$ cat config.mk
export PLATFORM = sky130hd
export DESIGN_NAME = ctrl_reg_master
export DESIGN_NICKNAME = d
export VERILOG_FILES = /design/src/rtl/ctrl_reg_pkg.sv /design/src/rtl/spi_byte_engine.sv /design/src/rtl/guard_timer.sv /design/src/rtl/ctrl_reg_master.sv
export SDC_FILE = /design/constraint.sdc
export NUM_CORES = 1
export LEC_CHECK = 0
export BUFFER_PORTS_ARGS = -buffer_cell sky130_fd_sc_hd__buf_4
export CELL_PAD_IN_SITES_DETAIL_PLACEMENT = 1
export CELL_PAD_IN_SITES_GLOBAL_PLACEMENT = 2
export CORE_UTILIZATION = 33
export CTS_BUF_LIST = sky130_fd_sc_hd__clkbuf_8 sky130_fd_sc_hd__clkbuf_16
export CTS_CLUSTER_SIZE = 14
export DETAILED_ROUTE_END_ITERATION = 10
export PLACE_DENSITY_LB_ADDON = 0.1
export SLEW_MARGIN = 5
export SYNTH_ARGS = -nofsm -noshare
export SYNTH_HDL_FRONTEND = slang
export SYNTH_SLANG_ARGS = --single-unit
$ cat constraint.sdc
create_clock -name clk -period 2.5 [get_ports clk]
set_input_delay 0.5 -clock clk [delete_from_list [all_inputs] [get_ports clk]]
set_output_delay 0.5 -clock clk [all_outputs]
set_load 0.01 [all_outputs]
$ cat src/rtl/ctrl_reg_pkg.sv
package ctrl_reg_pkg;

    localparam int ADDR_W      = 8;
    localparam int DATA_W      = 16;
    localparam int BYTE_W      = 8;
    localparam int FRAME_BYTES = 4;
    localparam int IDX_W       = $clog2(FRAME_BYTES);

    localparam logic [BYTE_W-1:0] OPC_WRITE = 8'h02;
    localparam logic [BYTE_W-1:0] OPC_READ  = 8'h03;

    typedef enum logic [1:0] {
        ST_IDLE,
        ST_SHIFT,
        ST_HOLD,
        ST_GAP
    } seq_state_e;

    typedef struct packed {
        logic              wr;
        logic [ADDR_W-1:0] addr;
        logic [DATA_W-1:0] wdata;
    } reg_req_t;

    // Byte sent at a given frame position; data bytes are zero on reads.
    function automatic logic [BYTE_W-1:0] frame_byte(reg_req_t r, logic [IDX_W-1:0] idx);
        logic [BYTE_W-1:0] b;
        case (idx)
            2'd0:    b = r.wr ? OPC_WRITE : OPC_READ;
            2'd1:    b = r.addr;
            2'd2:    b = r.wr ? r.wdata[15:8] : '0;
            default: b = r.wr ? r.wdata[7:0]  : '0;
        endcase
        return b;
    endfunction

endpackage

$ cat src/rtl/spi_byte_engine.sv
module spi_byte_engine #(
    parameter int DIV = 4
) (
    input  logic       clk,
    input  logic       rst,
    input  logic       start,
    input  logic [7:0] tx_byte,
    input  logic       miso,
    output logic       sck,
    output logic       mosi,
    output logic       byte_done,
    output logic [7:0] rx_byte
);
    localparam int HALF = DIV / 2;
    localparam int CW   = (DIV > 2) ? $clog2(DIV) : 1;

    logic          act_q;
    logic [CW-1:0] div_q;
    logic [2:0]    bit_q;
    logic [7:0]    tx_q;
    logic [7:0]    rx_q;

    always_ff @(posedge clk) begin
        if (rst) begin
            act_q     <= 1'b0;
            div_q     <= '0;
            bit_q     <= '0;
            tx_q      <= '0;
            rx_q      <= '0;
            byte_done <= 1'b0;
        end else begin
            byte_done <= 1'b0;
            if (!act_q) begin
                if (start) begin
                    act_q <= 1'b1;
                    tx_q  <= tx_byte;
                    div_q <= '0;
                    bit_q <= '0;
                end
            end else begin
                if (div_q == CW'(HALF - 1))
                    rx_q <= {rx_q[6:0], miso};
                if (div_q == CW'(DIV - 1)) begin
                    div_q <= '0;
                    if (bit_q == 3'd7) begin
                        act_q     <= 1'b0;
                        byte_done <= 1'b1;
                    end else begin
                        bit_q <= bit_q + 3'd1;
                        tx_q  <= {tx_q[6:0], 1'b0};
                    end
                end else begin
                    div_q <= div_q + CW'(1);
                end
            end
        end
    end

    assign sck     = act_q && (div_q >= CW'(HALF));
    assign mosi    = tx_q[7];
    assign rx_byte = rx_q;

    assert_byte_end_R3: assert property (@(posedge clk) disable iff (rst)
        byte_done |-> $past(act_q) && !sck);

endmodule

$ cat src/rtl/guard_timer.sv
module guard_timer #(
    parameter int CYCLES = 1000
) (
    input  logic clk,
    input  logic rst,
    input  logic load,
    output logic expired
);
    localparam int CW = $clog2(CYCLES + 1);

    logic [CW-1:0] cnt_q;
    logic          run_q;

    always_ff @(posedge clk) begin
        if (rst) begin
            cnt_q   <= '0;
            run_q   <= 1'b0;
            expired <= 1'b0;
        end else begin
            expired <= 1'b0;
            if (load) begin
                cnt_q <= CW'(CYCLES - 1);
                run_q <= 1'b1;
            end else if (run_q) begin
                if (cnt_q == '0) begin
                    run_q   <= 1'b0;
                    expired <= 1'b1;
                end else begin
                    cnt_q <= cnt_q - CW'(1);
                end
            end
        end
    end

    assert_expire_from_run_R7: assert property (@(posedge clk) disable iff (rst)
        expired |-> $past(run_q));

endmodule

$ cat src/rtl/ctrl_reg_master.sv
module ctrl_reg_master
    import ctrl_reg_pkg::*;
#(
    parameter int DIV          = 4,
    parameter int GUARD_CYCLES = 1000
) (
    input  logic        clk,
    input  logic        rst,
    input  logic        req_valid,
    input  logic        req_write,
    input  logic [7:0]  req_addr,
    input  logic [15:0] req_wdata,
    output logic        busy,
    output logic        done,
    output logic [15:0] rd_data,
    output logic        cs_n,
    output logic        sck,
    output logic        mosi,
    input  logic        miso
);
    seq_state_e       st_q;
    reg_req_t         req_q;
    reg_req_t         req_in;
    logic [IDX_W-1:0] idx_q;
    logic [15:0]      rd_q;
    logic             cs_n_q;
    logic             done_q;

    logic             accept;
    logic             last_byte;
    logic             eng_start;
    logic [7:0]       eng_tx;
    logic             eng_done;
    logic [7:0]       eng_rx;
    logic             tmr_load;
    logic             tmr_exp;

    assign req_in    = '{wr: req_write, addr: req_addr, wdata: req_wdata};
    assign accept    = (st_q == ST_IDLE) && req_valid;
    assign last_byte = (idx_q == IDX_W'(FRAME_BYTES - 1));
    assign eng_start = accept || ((st_q == ST_SHIFT) && eng_done && !last_byte);
    assign eng_tx    = accept ? frame_byte(req_in, '0)
                              : frame_byte(req_q, IDX_W'(idx_q + IDX_W'(1)));
    assign tmr_load  = ((st_q == ST_SHIFT) && eng_done && last_byte)
                    || ((st_q == ST_HOLD) && tmr_exp);

    spi_byte_engine #(.DIV(DIV)) shifter_i (
        .clk       (clk),
        .rst       (rst),
        .start     (eng_start),
        .tx_byte   (eng_tx),
        .miso      (miso),
        .sck       (sck),
        .mosi      (mosi),
        .byte_done (eng_done),
        .rx_byte   (eng_rx)
    );

    guard_timer #(.CYCLES(GUARD_CYCLES)) guard_i (
        .clk     (clk),
        .rst     (rst),
        .load    (tmr_load),
        .expired (tmr_exp)
    );

    always_ff @(posedge clk) begin
        if (rst) begin
            st_q   <= ST_IDLE;
            req_q  <= '0;
            idx_q  <= '0;
            rd_q   <= '0;
            cs_n_q <= 1'b1;
            done_q <= 1'b0;
        end else begin
            done_q <= 1'b0;
            case (st_q)
                ST_IDLE: begin
                    if (req_valid) begin
                        req_q  <= req_in;
                        idx_q  <= '0;
                        cs_n_q <= 1'b0;
                        st_q   <= ST_SHIFT;
                    end
                end
                ST_SHIFT: begin
                    if (eng_done) begin
                        if (!req_q.wr && idx_q == IDX_W'(2)) rd_q[15:8] <= eng_rx;
                        if (!req_q.wr && last_byte)          rd_q[7:0]  <= eng_rx;
                        if (last_byte) st_q  <= ST_HOLD;
                        else           idx_q <= idx_q + IDX_W'(1);
                    end
                end
                ST_HOLD: begin
                    if (tmr_exp) begin
                        cs_n_q <= 1'b1;
                        st_q   <= ST_GAP;
                    end
                end
                default: begin
                    if (tmr_exp) begin
                        done_q <= 1'b1;
                        st_q   <= ST_IDLE;
                    end
                end
            endcase
        end
    end

    assign busy    = (st_q != ST_IDLE);
    assign done    = done_q;
    assign rd_data = rd_q;
    assign cs_n    = cs_n_q;

    assert_idle_deselect_R1: assert property (@(posedge clk) disable iff (rst)
        !busy |-> cs_n && !sck);
    assert_sck_quiet_R3: assert property (@(posedge clk) disable iff (rst)
        cs_n |-> !sck);
    assert_hold_selected_R7: assert property (@(posedge clk) disable iff (rst)
        (st_q == ST_HOLD) |-> !cs_n && !sck);
    assert_done_pulse_R8: assert property (@(posedge clk) disable iff (rst)
        done |=> !done);
    assert_done_after_gap_R8: assert property (@(posedge clk) disable iff (rst)
        done |-> $past(cs_n) && $past(busy) && !busy);
    assert_req_locked_R9: assert property (@(posedge clk) disable iff (rst)
        (busy && $past(busy)) |-> $stable(req_q));

endmodule

; Yosys cells after proc, flatten, opt, wreduce, memory -nomap -nowiden
; Index checks and enable logic that the tools add are counted.
[totals]
ff_bits = 82
in_bits = 29
output_inout_bits = 21
word_cells = 123
[classes]
n_addsub = 4
order_cmp = 1
n_eq_ne = 17
mux = 43
bitwise = 4
n_reduce_logical = 35
[ops]
columns = cell, count
row1 = $mux 8, 7
row2 = $mux 10, 3
row3 = $pmux 8 s3, 1
row4 = $mux 2, 11
row5 = $mux 1, 14
row6 = $mux 3, 4
row7 = $reduce_and 3->1, 4
row8 = $eq 2x2->1 const B, 5
row9 = $logic_not 10->1, 1
row10 = $ne 2x2->1 const B, 5
row11 = $reduce_bool 2->1, 5
row12 = $sub 10x1->10 const B, 1
row13 = $logic_and 1x1->1, 8
row14 = $reduce_and 2->1, 4
row15 = $eq 2x1->1 const B, 3
row16 = $ne 2x1->1 const B, 3
row17 = $pmux 2 s3, 1
row18 = $reduce_or 3->1, 2
row19 = $reduce_and 5->1, 1
row20 = $add 2x1->2 const B, 2
row21 = $logic_not 2->1, 2
row22 = $not 1->1, 4
row23 = $pmux 2 s2, 1
row24 = $reduce_and 4->1, 1
row25 = other kinds (9), 11

; Depth between registers and ports, before layout
; Gate-level depths: netlist of the first run.
[logic_depth]
depth_word = 6
mapped_depth = 8
mapped_depth_nobuf = 6

; Hierarchy
; From an unflattened synthesis of the first run, not the netlist that was laid out.
[unflattened]
cells_unflattened = 459
area_unflattened_um2 = 3862.5
[by_module_without_submodules]
columns = module, n_inst, cells_per_inst, area_each_um2, seq_area_each_um2
row1 = ctrl_reg_master, 1, 272, 2150.8, 940.9
row2 = spi_byte_engine, 1, 105, 1023.5, 460.4
row3 = guard_timer, 1, 82, 688.2, 240.2

; Worst setup path after synthesis of the first run
; OpenSTA, ideal clock, no wires.
[synth_path]
path_type = reg2reg
from = register guard_i.cnt_q[0]
to = register guard_i.cnt_q[1]
setup_time_ns = 0.070
t_arrival_ns = 1.796
required_ns = 2.430
slack_ns = 0.634
stages_incl_launch_ff = 7
n_path_buf = 0
period_less_slack_ns = 1.866
cell_sequence = dfxtp_1 inv_1 ha_1 or3b_1 o31ai_4 mux2_2 a21oi_1
[synth_via]
elab_chain_len = 4
elab_cells_between_ends = 7
classes_between = 1 x add/sub / 1 x eq/ne / 3 x mux / 2 x reduce/logical
[synth_rtl]
columns = element, line
row1 = from (decl), guard_timer.sv:11  ; logic [CW-1:0] cnt_q;
row2 = from (signal assigned), guard_timer.sv:22  ; cnt_q <= CW'(CYCLES - 1);
row3 = from (signal assigned), guard_timer.sv:29  ; cnt_q <= cnt_q - CW'(1);
row4 = $sub 10x1->10, guard_timer.sv:29
row5 = $mux 10, guard_timer.sv:25  ; if (cnt_q == '0) begin
row6 = $mux 10, guard_timer.sv:24  ; end else if (run_q) begin
row7 = $mux 10, guard_timer.sv:21  ; if (load) begin
; Several ways; a longest one is shown, not always the timed one. The select of a mux whose other input is x is not followed.
; A chain may end at the register's enable or synchronous reset.

; Worst setup path in the final report of the first run
; Same ends and word-level chain as after synthesis.

==> results.py, run 1 <==
metrics = {
    "critical_path": {
        "worst_path_largest_cell_delay_ns": 0.48,
        "required_ns": 2.79,
        "crit_chain": "inv_1 > ha_1 > or3b_1 > o31ai_4 > mux2_2 > a21oi_1",
        "cp-startpoint": "guard_i.cnt_q[0]$_SDFFE_PP0P_",
        "critPathTopFamily": "simple AND/OR/NAND/NOR gates",
        "path_class": "reg2reg",
        "crit_arrival_ns": 2.34,
        "critPathBufInv": 1,
        "start_kind": "flop",
        "rr_startpoint": "guard_i.cnt_q[0]$_SDFFE_PP0P_",
        "end_kind": "flop",
        "crit_path_max_fanout": 7,
        "cp_slowest_cell": "or3b_1",
    },
    "layout": {
        "finish.net_count": 532,
        "final_area_um2": 4328,
        "area_growth_pct": 19.73,
        "diodes": 0,
        "seq_area_um2": 1642,
        "drive_above_1_share_pct": 15.24,
        "fin_cells": 628,
        "fill_cells": 1311,
        "multiInputGateArea_um2": 1794,
    },
    "detailed_routing": {
        "wl_per_cell_um": 14.69,
        "drt_iter0_drc": 114,
        "vias_per_cell": 5.014,
        "drt_first_pass_iters": 4,
        "ant_nets": 0,
        "wl_um": 9224,
        "drc": 0,
        "num_vias": 3149,
    },
    "sta": {
        "rsz0062_at_grt": "false",
        "hold_viol_final": 0,
        "setup_viol": 0,
        "finClkSkew_ns": 0.006691,
        "fin_crit_ns": 2.049,
        "slew_headroom_pct": 62.51,
        "tightest_slew_ns": 0.5615,
        "fmax_mhz": 487.9,
        "fin_crit_sh_pct": 81.98,
        "setup_tns_ns": 0,
        "report.final.slew_viol_count": 0,
    },
    "clocking": {
        "clockBufferDepth": 2,
        "clk_pin_slew_ns": 0.08,
        "htree_levels": 3,
        "clock-sinks": 82,
        "cts_buffers": 9,
        "ctsResizeCount": 0,
        "insertion_delay_ns": 0.36,
        "postCtsHoldBufs": 0,
        "cts_setup_buffers": 0,
        "cts_tree": "built",
        "clock-root-buffer": "clkbuf_8",
    },
    "hold_path": {
        "holdCritPathClass": "in2reg",
        "min-delay-start": "req_addr[2]",
    },
    "floorplanning": {
        "fp.dieH_um": 106.7,
        "io-pin-count": 50,
        "rows": 37,
        "initial_core_util_pct": 34.55,
        "coreArea_um2": 10460,
        "dieArea_um2": 11380,
        "die_x_um": 106.7,
    },
    "yosys": {
        "yosysSeqAreaShare_pct": 45.41,
        "synth.distinct_cells": 45,
        "synthesis.area_um2": 3615,
        "avgSynthCellArea_um2": 8.033,
        "synth_seq_cells": 82,
        "synth_cells": 450,
        "synth_ff_type": "dfxtp_1",
        "synth-edff-count": 0,
        "synthArstFlopShare_pct": 0,
        "synth_nets": 495,
        "yosysWarnings": 0,
    },
    "placement": {
        "numPortBuffers": 49,
        "place_area_um2": 4075,
        "place_congestion": 0.7493,
        "hpwl_um": 6567,
        "dp_cells": 612,
    },
    "global_route": {
        "grt-ovfl-total": 0,
        "antenna_found_initial": 0,
        "grt_max_degree": 43,
        "grt.total_usage_pct": 17.28,
        "grt_pass1_vias": 3032,
        "grt_first_pass_wirelength_um": 15370,
    },
    "power_and_ir_drop": {
        "max-vdd-ir-drop_uv": 353.0,
        "p_per_area_nw_per_um2": 824.4,
        "cellLeakagePower_nw": 1.619,
    },
    "flow_run": {
        "cap_violations": 0,
    },
    "outcome": {
        "status": "finished, final reports clean",
    },
}
==> kinds of logic (layout without fill, tap and decap cells) <==
family / count (synthesis) / count (layout) / share of synthesized area (%)
flip-flops: 82 / 82 / 45.41
XOR/XNOR: 4 / 4 / 0.9694
AO/OA/AOI/OAI: 124 / 124 / 19.90
AND/OR/NAND/NOR: 176 / 176 / 22.08
adder cells (fa/ha/maj): 16 / 16 / 5.538
multiplexers: 4 / 4 / 1.142
buffers and inverters: 44 / 86 / 4.950
==> power by group <==
| group | total (mW) | internal, mW | switching [mW] |
|---|---|---|---|
| Sequential | 1.56 | 1.45 | 0.111 |
| Combinational | 0.816 | 0.313 | 0.504 |
| Clock | 1.20 | 0.715 | 0.480 |
==> final timing paths <==
path	endpoint	slack, ns	depth (start not counted)
hold / removal	req_q[18]$_SDFFE_PP0P_	0.38	3
setup / recovery	guard_i.cnt_q[1]$_SDFFE_PP0P_	0.45	6
setup reg to reg	guard_i.cnt_q[1]$_SDFFE_PP0P_	0.45	6
hold reg to reg	rd_data[7]$_SDFFE_PP0P_	0.46	2
==> worst register-to-register path: cells and delay by family (launching register included) <==
family / cells / cell delay, ns
AO/OA/AOI/OAI: 2 / 0.43
adder cells (fa/ha/maj): 1 / 0.29
buffers and inverters: 1 / 0.09
flip-flops: 1 / 0.32
multiplexers: 1 / 0.37
AND/OR/NAND/NOR: 1 / 0.48
==> area by class of cell <==
class / instances / area share, %
Clock inverter: 5 / 2.342
Multi-Input combinational cell: 324 / 41.46
Tap cell: 136 / 3.932
Timing Repair Buffer: 55 / 9.540
Sequential cell: 82 / 37.93
Inverter: 15 / 1.301
Clock buffer: 11 / 3.498
==> stage by stage <==
| step | utilization, % | power [mW] | setup WS [ns] | hold slack (ns) |
|---|---|---|---|---|
| finish | 41.37 | 3.568 | 0.4505 | 0.3799 |
| global route | 41.37 | 3.796 | 0.3379 | 0.3687 |
| CTS | 41.37 | 3.625 | 0.4520 | 0.3581 |
| detailed placement | 38.95 | 2.413 | 0.4735 | 0.4505 |
| global placement | 38.95 | 2.388 | 0.5400 | 0.4438 |
| floorplan | - | 2.146 | 0.6338 | 0.4364 |
==> placed cells by master (no fill, tap or decap), types with 3 or more instances in the layout <==
cell type  instances
nand3_1           22
nor3_1             4
nand2b_1           5
xor2_1             3
or3_1              4
nand4_1            3
a31oi_1            3
buf_4             55
nor2_1            12
clkbuf_8          11
inv_1             16
nand3b_1           3
mux2i_1            3
dfxtp_1           82
a311oi_1           3
a221oi_1           7
and2_1             5
ha_1              16
bufinv_16          3
nand2_1          109
o21ai_0           10
a21oi_1           88
==> cells in the mapped netlist, drive strengths merged (2+ instances only) <==
cell / number / area, um^2
clkbuf: 20 / 75.07
nor2b: 2 / 12.51
nand2: 109 / 409.1
a31oi: 3 / 18.77
o21ai: 10 / 50.05
inv: 15 / 56.30
mux2i: 3 / 30.03
nor2: 12 / 45.04
o32ai: 2 / 17.52
a221oi: 7 / 61.31
nand3: 22 / 110.1
ha: 16 / 200.2
buf: 9 / 47.55
a21oi: 88 / 440.4
nand4: 3 / 18.77
a311oi: 3 / 26.28
nand3b: 3 / 22.52
dfxtp: 82 / 1642
nor3: 4 / 20.02
or3: 5 / 32.53
nand2b: 5 / 31.28
o31ai: 3 / 36.28
and2: 5 / 31.28
xor2: 3 / 26.28
==> metal layers <==
metal / GRT usage, % / up-vias / wire length (um)
met5: 0 / - / 0
met4: 3.816 / 0 / 87
met3: 4.802 / 7 / 303
met2: 25.48 / 45 / 3840
met1: 24.89 / 1477 / 4993
li1: - / 1620 / -
==> state kept, by name (all words and copies together), names as in the netlist <==
signal / flops
cs_n: 1
done: 1
guard_i.cnt_q: 10
guard_i.expired: 1
guard_i.run_q: 1
idx_q: 2
rd_data: 16
req_q: 25
shifter_i.act_q: 1
shifter_i.bit_q: 3
shifter_i.byte_done: 1
shifter_i.div_q: 2
shifter_i.rx_byte: 8
shifter_i.tx_q: 8
st_q: 2
(Power assumes the default switching activity.)
==> run 2, diff against run 1 <==
CORE_UTILIZATION = 30   (was 33)
clock period = 1.7 ns   (was 2.5 ns; I/O delays follow)
==> run 2 against run 1 <==
  * The flow now finishes with violations (design-rule violations, negative setup slack)
  * Critical path depth did not move
  * Non-clock buffer count rose by 25
  * Global-route usage shrank 0.96 points
  * Power is 69% higher
  * Die area is 9.8% higher
  * Combinational power rose by 86%
  * Utilization up 0.27 points
  * Hold slack worse by 0.13 ns
  * Via count increased by 3.9%
  * Critical path type unchanged
  * Critical endpoint unchanged
  * Highest routed layer unchanged
==> results.py, run 2 (synthesis results as in run 1) <==
metrics = {
    "power_and_ir_drop": {
        "max-vdd-ir-drop_uv": 587.1,
        "finalPower_mw": 6.038,
        "cellLeakagePower_nw": 1.822,
        "p_per_area_nw_per_um2": 1254,
    },
    "detailed_routing": {
        "ant_nets": 0,
        "drt_iter0_drc": 170,
        "wl_per_cell_um": 14.85,
        "drt_first_pass_iters": 7,
        "vias_per_cell": 4.959,
        "drc": 5,
        "wl_um": 9798,
        "num_vias": 3273,
    },
    "critical_path": {
        "path_class": "reg2reg",
        "start_kind": "flop",
        "crit_arrival_ns": 1.97,
        "worst_path_largest_cell_delay_ns": 0.42,
        "required_ns": 1.97,
        "critPathBufInv": 1,
        "crit_path_max_fanout": 4,
        "rr_startpoint": "guard_i.cnt_q[1]$_SDFFE_PP0P_",
        "cp.depth": 6,
        "crit_chain": "inv_2 > ha_4 > or3b_4 > o31ai_4 > mux2_4 > a21oi_2",
        "r2r_slack_ns": -0.004,
        "critPathTopFamily": "simple AND/OR/NAND/NOR gates",
        "cp_slowest_cell": "or3b_4",
        "end_kind": "flop",
        "worstRegToRegCells": 6,
        "r2r-end": "guard_i.cnt_q[1]$_SDFFE_PP0P_",
        "crit_path_end": "guard_i.cnt_q[1]$_SDFFE_PP0P_",
        "cp-startpoint": "guard_i.cnt_q[1]$_SDFFE_PP0P_",
    },
    "global_route": {
        "grt_first_pass_wirelength_um": 16220,
        "grtUsageMet1_pct": 21.64,
        "grt_pass1_vias": 3302,
        "met3_usage_pct": 3.756,
        "grt.total_usage_pct": 16.32,
        "grtUsageMet2_pct": 25.96,
        "antenna_found_initial": 0,
        "top_usage_layer": "met2",
        "grt_max_degree": 44,
        "grt-ovfl-total": 0,
    },
    "sta": {
        "fin_crit_ns": 1.704,
        "final.setup.worst_slack_ns": -0.003598,
        "hold_viol_final": 0,
        "fmax_mhz": 587.0,
        "rsz0062_at_grt": "true",
        "report.final.slew_viol_count": 0,
        "setup_viol": 1,
        "finClkSkew_ns": 0.004906,
        "tightest_slew_ns": 0.6115,
        "slew_headroom_pct": 59.18,
        "fin_crit_sh_pct": 100.2,
    },
    "layout": {
        "diodes": 0,
        "area_growth_pct": 33.19,
        "final_common_cell": "nand2_1",
        "fill_cells": 1363,
        "largest_reg_flops": 25,
        "final_cell_mix": "109 x nand2_1, 87 x a21oi_1, 75 x dfxtp_1, 73 x buf_4, 22 x nand3_1",
        "top_register": "req_q",
        "finish.net_count": 557,
        "drive_above_1_share_pct": 24.56,
    },
    "clocking": {
        "clockBufferDepth": 2,
        "clk_pin_slew_ns": 0.06,
        "clock-root-buffer": "clkbuf_16",
        "insertion_delay_ns": 0.34,
        "postCtsHoldBufs": 0,
        "clock-sinks": 82,
        "cts_buffers": 9,
        "cts_tree": "built",
        "htree_levels": 3,
    },
    "flow_run": {
        "cap_violations": 0,
    },
    "floorplanning": {
        "io-pin-count": 50,
        "rows": 39,
        "initial_core_util_pct": 31.26,
        "coreArea_um2": 11560,
        "dieArea_um2": 12490,
        "die_x_um": 111.8,
        "fp.dieH_um": 111.8,
    },
    "hold_path": {
        "min-delay-start": "req_wdata[11]",
        "holdCritPathClass": "in2reg",
    },
    "placement": {
        "dp_slack_ns": -0.003299,
        "hpwl_um": 6994,
        "place_congestion": 0.7892,
        "numPortBuffers": 49,
    },
    "outcome": {
        "status": "finished with violations",
        "violations": "design-rule violations, negative setup slack",
    },
}
## run 2: per-stage QoR
step | area [um^2] | hold slack, ns | cells | util [%] | setup TNS, ns
3_5_place_dp | 4322 | 0.4525 | 638 | 37.37 | -0.003299
3_3_place_gp | 4322 | 0.4466 | 638 | 37.37 | 0
4_1_cts | 4679 | 0.2400 | 654 | 40.46 | 0
6_report | 4815 | 0.2507 | 660 | 41.63 | -0.003598
5_1_grt | 4815 | 0.2572 | 660 | 41.63 | -0.07903
2_1_floorplan | 3637 | 0.4364 | 450 | - | 0
## run 2: worst register-to-register path, stage by stage (launching register included)
cell and delay, ns:
dfxtp_2 0.32, inv_2 0.07, ha_4 0.13, or3b_4 0.42
o31ai_4 0.24, mux2_4 0.34, a21oi_2 0.12
## run 2: worst min path at each step
stage,depth (start not counted),end
floorplan,2,req_q[2]$_SDFFE_PP0P_
global placement,2,rd_data[2]$_SDFFE_PP0P_
detailed placement,2,rd_data[2]$_SDFFE_PP0P_
CTS,3,req_q[11]$_SDFFE_PP0P_
global route,3,req_q[1]$_SDFFE_PP0P_
finish,3,req_q[11]$_SDFFE_PP0P_
## run 2: per-layer routing
metal / vias to the layer above / routed length, um
met1: 1539 / 4790
met5: - / 0
met4: 0 / 116
li1: 1673 / -
met3: 11 / 371
met2: 50 / 4519
## run 2: cell type report
class                   count  area [um^2]  share of cell area [%]
clock buffers               9        225.2                   4.678
clock inverters             7        116.4                   2.417
inverters                  15        56.30                   1.169
multi-input cells         324         1912                   39.71
flip-flops and latches     82         1653                   34.33
well taps                 143        178.9                   3.716
repair buffers             80        673.1                   13.98
## run 2: what timing repair did
action	in CTS	in global routing
setup endpoints to repair	6	26
hold endpoints to repair	0	0
resized for setup	5	24
setup buffers	0	5
pin swaps	0	2
cloned	0	1
## run 2: report_power, final
group	total, mW	switching, mW	internal [mW]
sequential	2.31	0.174	2.14
clock	2.21	0.773	1.43
combinational	1.52	0.826	0.694
